$ cat src/rtl/gfc_pkg.sv
// Package: shared types for the gate/fault controller.
// Assumes: nothing beyond IEEE 1800-2017.
package gfc_pkg;

    // Raw per-channel load-fault status before battery masking
    typedef struct packed {
        logic shorted;
        logic open_ld;
    } chan_fault_t;

endpackage

$ cat src/rtl/gfc_pwm_gen.sv
// Module: gfc_pwm_gen
// Free-running counter shared by all channels. It produces the low-duty
// fault waveform, high for the first PERIOD/16 counts of each period.
// Assumes PERIOD >= 16 so that the high window is at least one count.
module gfc_pwm_gen #(
    parameter int PERIOD = 64
) (
    input  logic clk,
    input  logic rst_n,
    output logic pwm_hi
);
    localparam int CW    = $clog2(PERIOD);
    localparam int ON_CT = PERIOD / 16;

    logic [CW-1:0] cnt_q;

    // Count 0..PERIOD-1 and wrap; restart at 0 on reset
    always_ff @(posedge clk) begin
        if (!rst_n)
            cnt_q <= '0;
        else if (cnt_q == CW'(PERIOD - 1))
            cnt_q <= '0;
        else
            cnt_q <= cnt_q + 1'b1;
    end

    // Waveform high during the first ON_CT counts
    always_comb pwm_hi = (cnt_q < CW'(ON_CT));

    a_r5_pwm_wrap: assert property (@(posedge clk) disable iff (!rst_n)
        (cnt_q == CW'(PERIOD - 1)) |=> (cnt_q == '0));

    a_r5_pwm_range: assert property (@(posedge clk) disable iff (!rst_n)
        cnt_q <= CW'(PERIOD - 1));

endmodule

$ cat src/rtl/gfc_chan.sv
// Module: gfc_chan
// Load-fault detector for one channel. The drain flag is read as a short
// while the channel is commanded on, and it is deglitched over DEGLITCH
// edges. The same flag is read as an open load while the channel is
// commanded off, and that reading is registered once.
// Assumes the drain flag is already synchronous to clk.
module gfc_chan
    import gfc_pkg::*;
#(
    parameter int DEGLITCH = 16
) (
    input  logic        clk,
    input  logic        rst_n,
    input  logic        en_i,
    input  logic        drain_i,
    input  logic        batt_i,
    output chan_fault_t fault_o
);
    localparam int DW = $clog2(DEGLITCH + 1);

    logic [DW-1:0] dg_q;
    logic          open_q;
    logic          short_cond;
    logic          open_cond;

    // Decode the comparator meaning from the command state
    always_comb begin
        short_cond = en_i && drain_i && !batt_i;
        open_cond  = !en_i && drain_i && !batt_i;
    end

    // Deglitch counter: saturate at DEGLITCH, restart on any dropout
    always_ff @(posedge clk) begin
        if (!rst_n || !short_cond)
            dg_q <= '0;
        else if (dg_q != DW'(DEGLITCH))
            dg_q <= dg_q + 1'b1;
    end

    // Open-load flag registered once
    always_ff @(posedge clk) begin
        if (!rst_n)
            open_q <= 1'b0;
        else
            open_q <= open_cond;
    end

    // Pack the raw status
    always_comb begin
        fault_o.shorted = (dg_q == DW'(DEGLITCH));
        fault_o.open_ld = open_q;
    end

    // a short only appears after the condition held at the previous edge
    a_r4_short_after_hold: assert property (@(posedge clk) disable iff (!rst_n)
        $rose(fault_o.shorted) |-> $past(short_cond));

    // an open load is only recorded for a commanded-off channel
    a_r3_open_only_off: assert property (@(posedge clk) disable iff (!rst_n)
        $rose(fault_o.open_ld) |-> $past(!en_i));

endmodule

$ cat src/rtl/gate_fault_ctrl.sv
// Module: gate_fault_ctrl (top)
// Combines the serial and parallel commands, runs one fault detector per
// channel and the shared fault PWM, and applies the battery and reset
// overrides to the gates and the fault outputs.
// Assumes ser_cmd is held by an external serial register. par_in reaches
// the gates through combinational logic only.
module gate_fault_ctrl
    import gfc_pkg::*;
#(
    parameter int NCH        = 4,
    parameter int DEGLITCH   = 16,
    parameter int PWM_PERIOD = 64
) (
    input  logic           clk,
    input  logic           rst_n,
    input  logic [NCH-1:0] ser_cmd,
    input  logic [NCH-1:0] par_in,
    input  logic [NCH-1:0] drain_flag,
    input  logic           batt_ov,
    input  logic           batt_uv,
    output logic [NCH-1:0] gate,
    output logic [NCH-1:0] load_fault,
    output logic           batt_fault,
    output logic           any_fault
);
    logic [NCH-1:0] cmd_en;
    logic [NCH-1:0] raw_fault;
    logic           batt_act;
    logic           pwm_hi;
    chan_fault_t    chan_st [NCH];

    // Merge the command sources and the battery flags
    always_comb begin
        cmd_en   = ser_cmd | par_in;
        batt_act = batt_ov | batt_uv;
    end

    gfc_pwm_gen #(.PERIOD(PWM_PERIOD)) u_pwm (
        .clk    (clk),
        .rst_n  (rst_n),
        .pwm_hi (pwm_hi)
    );

    for (genvar i = 0; i < NCH; i++) begin : g_ch
        gfc_chan #(.DEGLITCH(DEGLITCH)) u_ch (
            .clk     (clk),
            .rst_n   (rst_n),
            .en_i    (cmd_en[i]),
            .drain_i (drain_flag[i]),
            .batt_i  (batt_act),
            .fault_o (chan_st[i])
        );

        // Raw fault for this channel, either kind
        always_comb raw_fault[i] = chan_st[i].shorted | chan_st[i].open_ld;

        // Gate select: overrides first, then PWM on fault, then command
        always_comb begin
            if (!rst_n || batt_act)
                gate[i] = 1'b0;
            else if (load_fault[i])
                gate[i] = pwm_hi;
            else
                gate[i] = cmd_en[i];
        end

        // a faulted gate is only high inside the PWM window
        a_r5_fault_pwm: assert property (@(posedge clk) disable iff (!rst_n)
            (load_fault[i] && gate[i]) |-> pwm_hi);
    end

    // Reported faults, masked by battery and reset
    always_comb begin
        load_fault = (rst_n && !batt_act) ? raw_fault : '0;
        batt_fault = rst_n && batt_act;
        any_fault  = (|load_fault) || batt_fault;
    end

    // one edge of battery fault leaves no raw load fault behind
    a_r7_batt_clears: assert property (@(posedge clk) disable iff (!rst_n)
        $past(batt_act) |-> (raw_fault == '0));

    // the battery fault never coexists with a driven gate
    a_r6_batt_gates: assert property (@(posedge clk) disable iff (!rst_n)
        batt_fault |-> (gate == '0));

endmodule

$ cat config.mk
export PLATFORM = sky130hd
export DESIGN_NAME = gate_fault_ctrl
export DESIGN_NICKNAME = d
export VERILOG_FILES = /design/src/rtl/gfc_pkg.sv /design/src/rtl/gfc_pwm_gen.sv /design/src/rtl/gfc_chan.sv /design/src/rtl/gate_fault_ctrl.sv
export SDC_FILE = /design/constraint.sdc
export NUM_CORES = 1
export LEC_CHECK = 0
export ABC_AREA = 1
export BUFFER_PORTS_ARGS = -buffer_cell sky130_fd_sc_hd__buf_2
export CAP_MARGIN = 10
export CELL_PAD_IN_SITES_DETAIL_PLACEMENT = 1
export CELL_PAD_IN_SITES_GLOBAL_PLACEMENT = 1
export CORE_MARGIN = 2
export CORE_UTILIZATION = 40
export CTS_BUF_LIST = sky130_fd_sc_hd__clkbuf_8 sky130_fd_sc_hd__clkbuf_16
export DETAILED_ROUTE_END_ITERATION = 16
export HOLD_SLACK_MARGIN = 0.08
export PLACE_DENSITY_LB_ADDON = 0.1
export SETUP_SLACK_MARGIN = 0.4
export SYNTH_ARGS = -nofsm -noshare
export SYNTH_HDL_FRONTEND = slang
export SYNTH_HIERARCHICAL = 1
export SYNTH_SLANG_ARGS = --single-unit
$ cat constraint.sdc
create_clock -name clk -period 2 [get_ports clk]
set_clock_uncertainty 0.15 [all_clocks]
set_input_delay 0.4 -clock clk [delete_from_list [all_inputs] [get_ports clk]]
set_output_delay 0.4 -clock clk [all_outputs]
set_load 0.1 [all_outputs]
# [Yosys cells after proc, flatten, opt, wreduce, memory -nomap -nowiden]
# Index checks and enable logic that the tools add are counted.
[word_totals] register_bits=30 out_inout_bits=10
[op_classes] addsub=5 magnitude_cmp=1 n_eq_ne=9 n_mux=9 n_bitwise=7 n_reduce_logical=36
[op_table] cell="5-bit by 1-bit adder with 5-bit output, second input constant" count=4
[op_table] cell="5-bit equality test, second input constant" count=4
[op_table] cell="5-bit != test, second input constant" count=4
[op_table] cell="1-bit logical AND" count=18
[op_table] cell="1-bit logical NOT" count=10
[op_table] cell="1-bit 2-to-1 mux" count=8
[op_table] cell="6-bit by 1-bit adder with 6-bit output, second input constant" count=1
[op_table] cell="6-bit equality test, second input constant" count=1
[op_table] cell="1-bit logical OR" count=6
[op_table] cell="6-bit by 3-bit less-than comparator with 1-bit output, second input constant" count=1
[op_table] cell="1-bit OR" count=5
[op_table] cell="4-bit 2-to-1 mux" count=1
[op_table] cell="4-bit OR" count=1
[op_table] cell="4-bit OR reduction" count=1
[op_table] cell="2-bit OR reduction" count=1
[op_table] cell="1-bit NOT" count=1

# [Depth between registers and ports, before layout]
[depth] word_depth=6 ltp_mapped=11 ltp_nobuf=11

# [By module]
# The synthesis kept the hierarchy.
[by_module_without_submodules] module="gfc_chan" instances=4 cells_each=43 area_per_inst_um2=306.5 seq_area_each_um2=120.1
[by_module_without_submodules] module="gfc_pwm_gen" instances=1 cells_each=33 area_per_inst_um2=254.0 seq_area_each_um2=120.1
[by_module_without_submodules] module="gate_fault_ctrl" instances=1 cells_each=43 area_per_inst_um2=226.5 seq_area_each_um2=0.0

# [Worst setup path before layout]
# Ideal clock, no wire load.
[synth_timing] path_kind="reg-to-output" from="register g_ch[0].u_ch.dg_q[0]" to="output port gate[0]" arrival_time_ps=3102 t_required_ps=1450 path_slack_ps=-1652 stages_incl_launch_ff=10 n_path_buf=0 path_cell_list="dfxtp_1 -> inv_1 -> ha_1 -> nand2_1 -> inv_1 -> nand2_1 -> inv_1 -> nor2_1 -> nor2_1 -> nor3_1"
[synth_lines] item="from (decl)" line_no="gfc_chan.sv:21" rtl="logic [DW-1:0] dg_q;"
[synth_lines] item="from (signal assigned)" line_no="gfc_chan.sv:37" rtl="dg_q <= dg_q + 1'b1;"
[synth_lines] item="to (decl)" line_no="gate_fault_ctrl.sv:21" rtl="output logic [NCH-1:0] gate,"

==> results.yml <==
status:
  outcome: "finished, violations left"
  failed_checks: "negative setup slack"
timing:
  timing.hold.ws_ns: 0.268
  finalSetupViolations: 11
  relSlewSlack: 0.785
  hold_viol: 0
  setup_slack_ns: -0.324
  drv_slew: 0
  worst_pin_slew_ns: 0.322
  fmax_ghz: 0.430
  grt_setup_unrepaired: "true"
  period_minus_slack_ns: 2.32
  finalCritPeriodShare: 1.16
grt:
  antenna_found_initial: 0
  grt_use_total: 0.288
  grt_pass1_wl_mm: 10.8
  grt-ovfl-total: 0
  grt_pass1_vias: 2231
  grt_max_degree: 10
yosys:
  ys_seq_elements: 30
  yosysSeqAreaShare: 0.352
  syn-num-nets: 273
  syn-instance-count: 248
  async_flop_share: 0
  synth.distinct_cells: 24
  synth-edff-count: 0
  synth_area_um2: 1710
  syn_area_per_cell_um2: 6.88
  ys.flop_type: "dfxtp_1"
  yosysWarnings: 6
layout:
  fin_cells: 376
  drive_gt1_frac: 0.506
  final_util: 0.704
  layout_commonest_cell: "buf_4"
  final_cell_mix: "41 x buf_4, 26 x nor2_1, 25 x nand2_1"
  fillCellCount: 453
  diodes: 0
  nets: 351
  area_delta_synth_final_pct: 67.4
place:
  pre_cts_ws_ns: 0.0171
  dpl.cell_count: 328
  dpl.hpwl_mm: 3.41
  io_buffers: 25
  gp_congestion: 0.766
critical_path:
  rr_startpoint: "g_ch[1].u_ch/dg_q[1]"
  cp.required_ns: 1.45
  crit_end: "any_fault"
  critPathLaunch: "g_ch[0].u_ch/dg_q[1]"
  cp_top_family: "simple AND/OR/NAND/NOR gates"
  r2r_cells: 17
  reg2reg_slack_ns: -0.30
  crit_slowest_cell: "dfxtp_2"
  slowest_delay_ns: 0.34
  cp.buffers_inverters: 5
  crit_path_end_kind: "primary output"
  crit_fanout: 3
  start_kind: "flop"
  path_depth: 11
  critPathArrivalTime_ns: 1.77
  path_cells: "inv_2 -> ha_4 -> nand2_4 -> inv_4 -> nand2_4 -> inv_4 -> nor2_4 -> inv_2 -> o21ai_4 -> nand3_4 -> buf_12"
  reg2reg_to: "g_ch[1].u_ch/dg_q[1]"
  crit_type: "flop to primary output"
hold_path:
  hold_class: "primary input to flop"
floorplanning:
  io_pins: 26
  core_um2: 4060
  die_w_um: 69.3
  die_h_um: 69.3
  die_area_um2: 4810
  start_util: 0.421
  rows: 23
clocking:
  clock_latency_ns: 0.31
  cts-root-buf: "clkbuf_8"
  cts.sinks: 30
  cts_tree: "built"
  clk_pin_slew_ns: 0.08
  cts_buffer_depth: 2
  postCtsHoldBufs: 0
  htree_num_levels: 2
  cts_buffers: 5
detailed_routing:
  route.vias.total: 2147
  vias_per_cell: 5.71
  ant_nets: 0
  routed_wl_mm: 8.84
  wl_per_cell_um: 23.5
  first_pass_iters: 4
  drt_iter0_markers: 172
  drcViolationCount: 0
pwr:
  p_leak_nw: 1.24
  worst_ir_drop_vdd_v: 0.000519
  power_density_nw_per_um2: 527
  power_mw: 1.51
job:
  maxCapViolCount: 0
-- cells in the mapped netlist, types with 3 or more instances --
master,number,share of area
o21ai_2,3,0.015
inv_1,46,0.10
inv_2,3,0.0066
nand3_1,24,0.070
nand4_1,12,0.044
nor2_2,6,0.022
a21oi_1,19,0.056
xor2_1,5,0.026
ha_1,9,0.066
nor2_1,37,0.081
buf_4,4,0.018
nand2_1,35,0.077
dfxtp_1,30,0.35
-- routing by layer --
metal,wire length (um),GRT usage,vias up
met2,4490,0.505,121
met5,0,0,-
met4,547,0.170,0
li1,-,-,935
met1,3250,0.313,1041
met3,546,0.0683,50
-- cell families after synthesis --
kind of cell | share of synthesized area
AND/OR/NAND/NOR | 0.347
buffers and inverters | 0.125
flip-flops | 0.352
AO/OA/AOI/OAI | 0.0843
adder cells (fa/ha/maj) | 0.0660
XOR/XNOR | 0.0257
-- report_power, final --
part	leakage [nW]	internal (mW)	switching, mW	total, mW
Clock	0.0573	0.399	0.272	0.671
Sequential	0.246	0.605	0.00735	0.613
Combinational	0.941	0.0800	0.143	0.223
-- what timing repair did --
action | 4_1_cts | 5_1_grt
setup endpoints to repair | 9 | 11
resized for setup | 24 | 25
pin swaps | 13 | 14
buffers inserted | 32 | 9
-- worst min path at each step --
stage,startpoint,to,slack [ns],cells past startpoint
global placement,u_pwm/cnt_q[0],u_pwm/cnt_q[0],0.30,1
floorplan,u_pwm/cnt_q[0],u_pwm/cnt_q[0],0.28,1
detailed placement,u_pwm/cnt_q[0],u_pwm/cnt_q[0],0.32,1
finish,drain_flag[0],g_ch[0].u_ch/open_q,0.27,3
global route,drain_flag[3],g_ch[3].u_ch/open_q,0.27,3
CTS,drain_flag[2],g_ch[2].u_ch/open_q,0.25,3
-- layout make-up --
type / count / area [um^2] / share of cell area
Clock buffer: 6 / 82.6 / 0.0289
Clock inverter: 1 / 30.0 / 0.0105
Inverter: 49 / 200 / 0.0701
Multi-Input combinational cell: 165 / 1180 / 0.413
Sequential cell: 30 / 611 / 0.214
Tap cell: 50 / 62.6 / 0.0219
Timing Repair Buffer: 75 / 691 / 0.242
-- through the flow --
step	cell area (um^2)	TNS [ns]
4_1_cts	2690	-1.42
3_5_place_dp	2250	0
6_report	2860	-2.80
3_3_place_gp	2250	0
5_1_grt	2860	-3.41
2_1_floorplan	1880	-0.606
-- state kept, by name, summed over array words and instances, names as in the netlist --
register and cells:
u_pwm/cnt_q 6, g_ch.u_ch/open_q 4, g_ch.u_ch/dg_q 20
-- worst register-to-register path, delay by kind of cell, from the launching register on --
| kind | cells | cell delay, ns |
|---|---|---|
| buffers and inverters | 12 | 1.21 |
| and+or+nand+nor | 4 | 0.36 |
| DFF | 1 | 0.35 |
| adders and majority gates | 1 | 0.15 |
No activity file was read; power rests on OpenSTA's default activity.
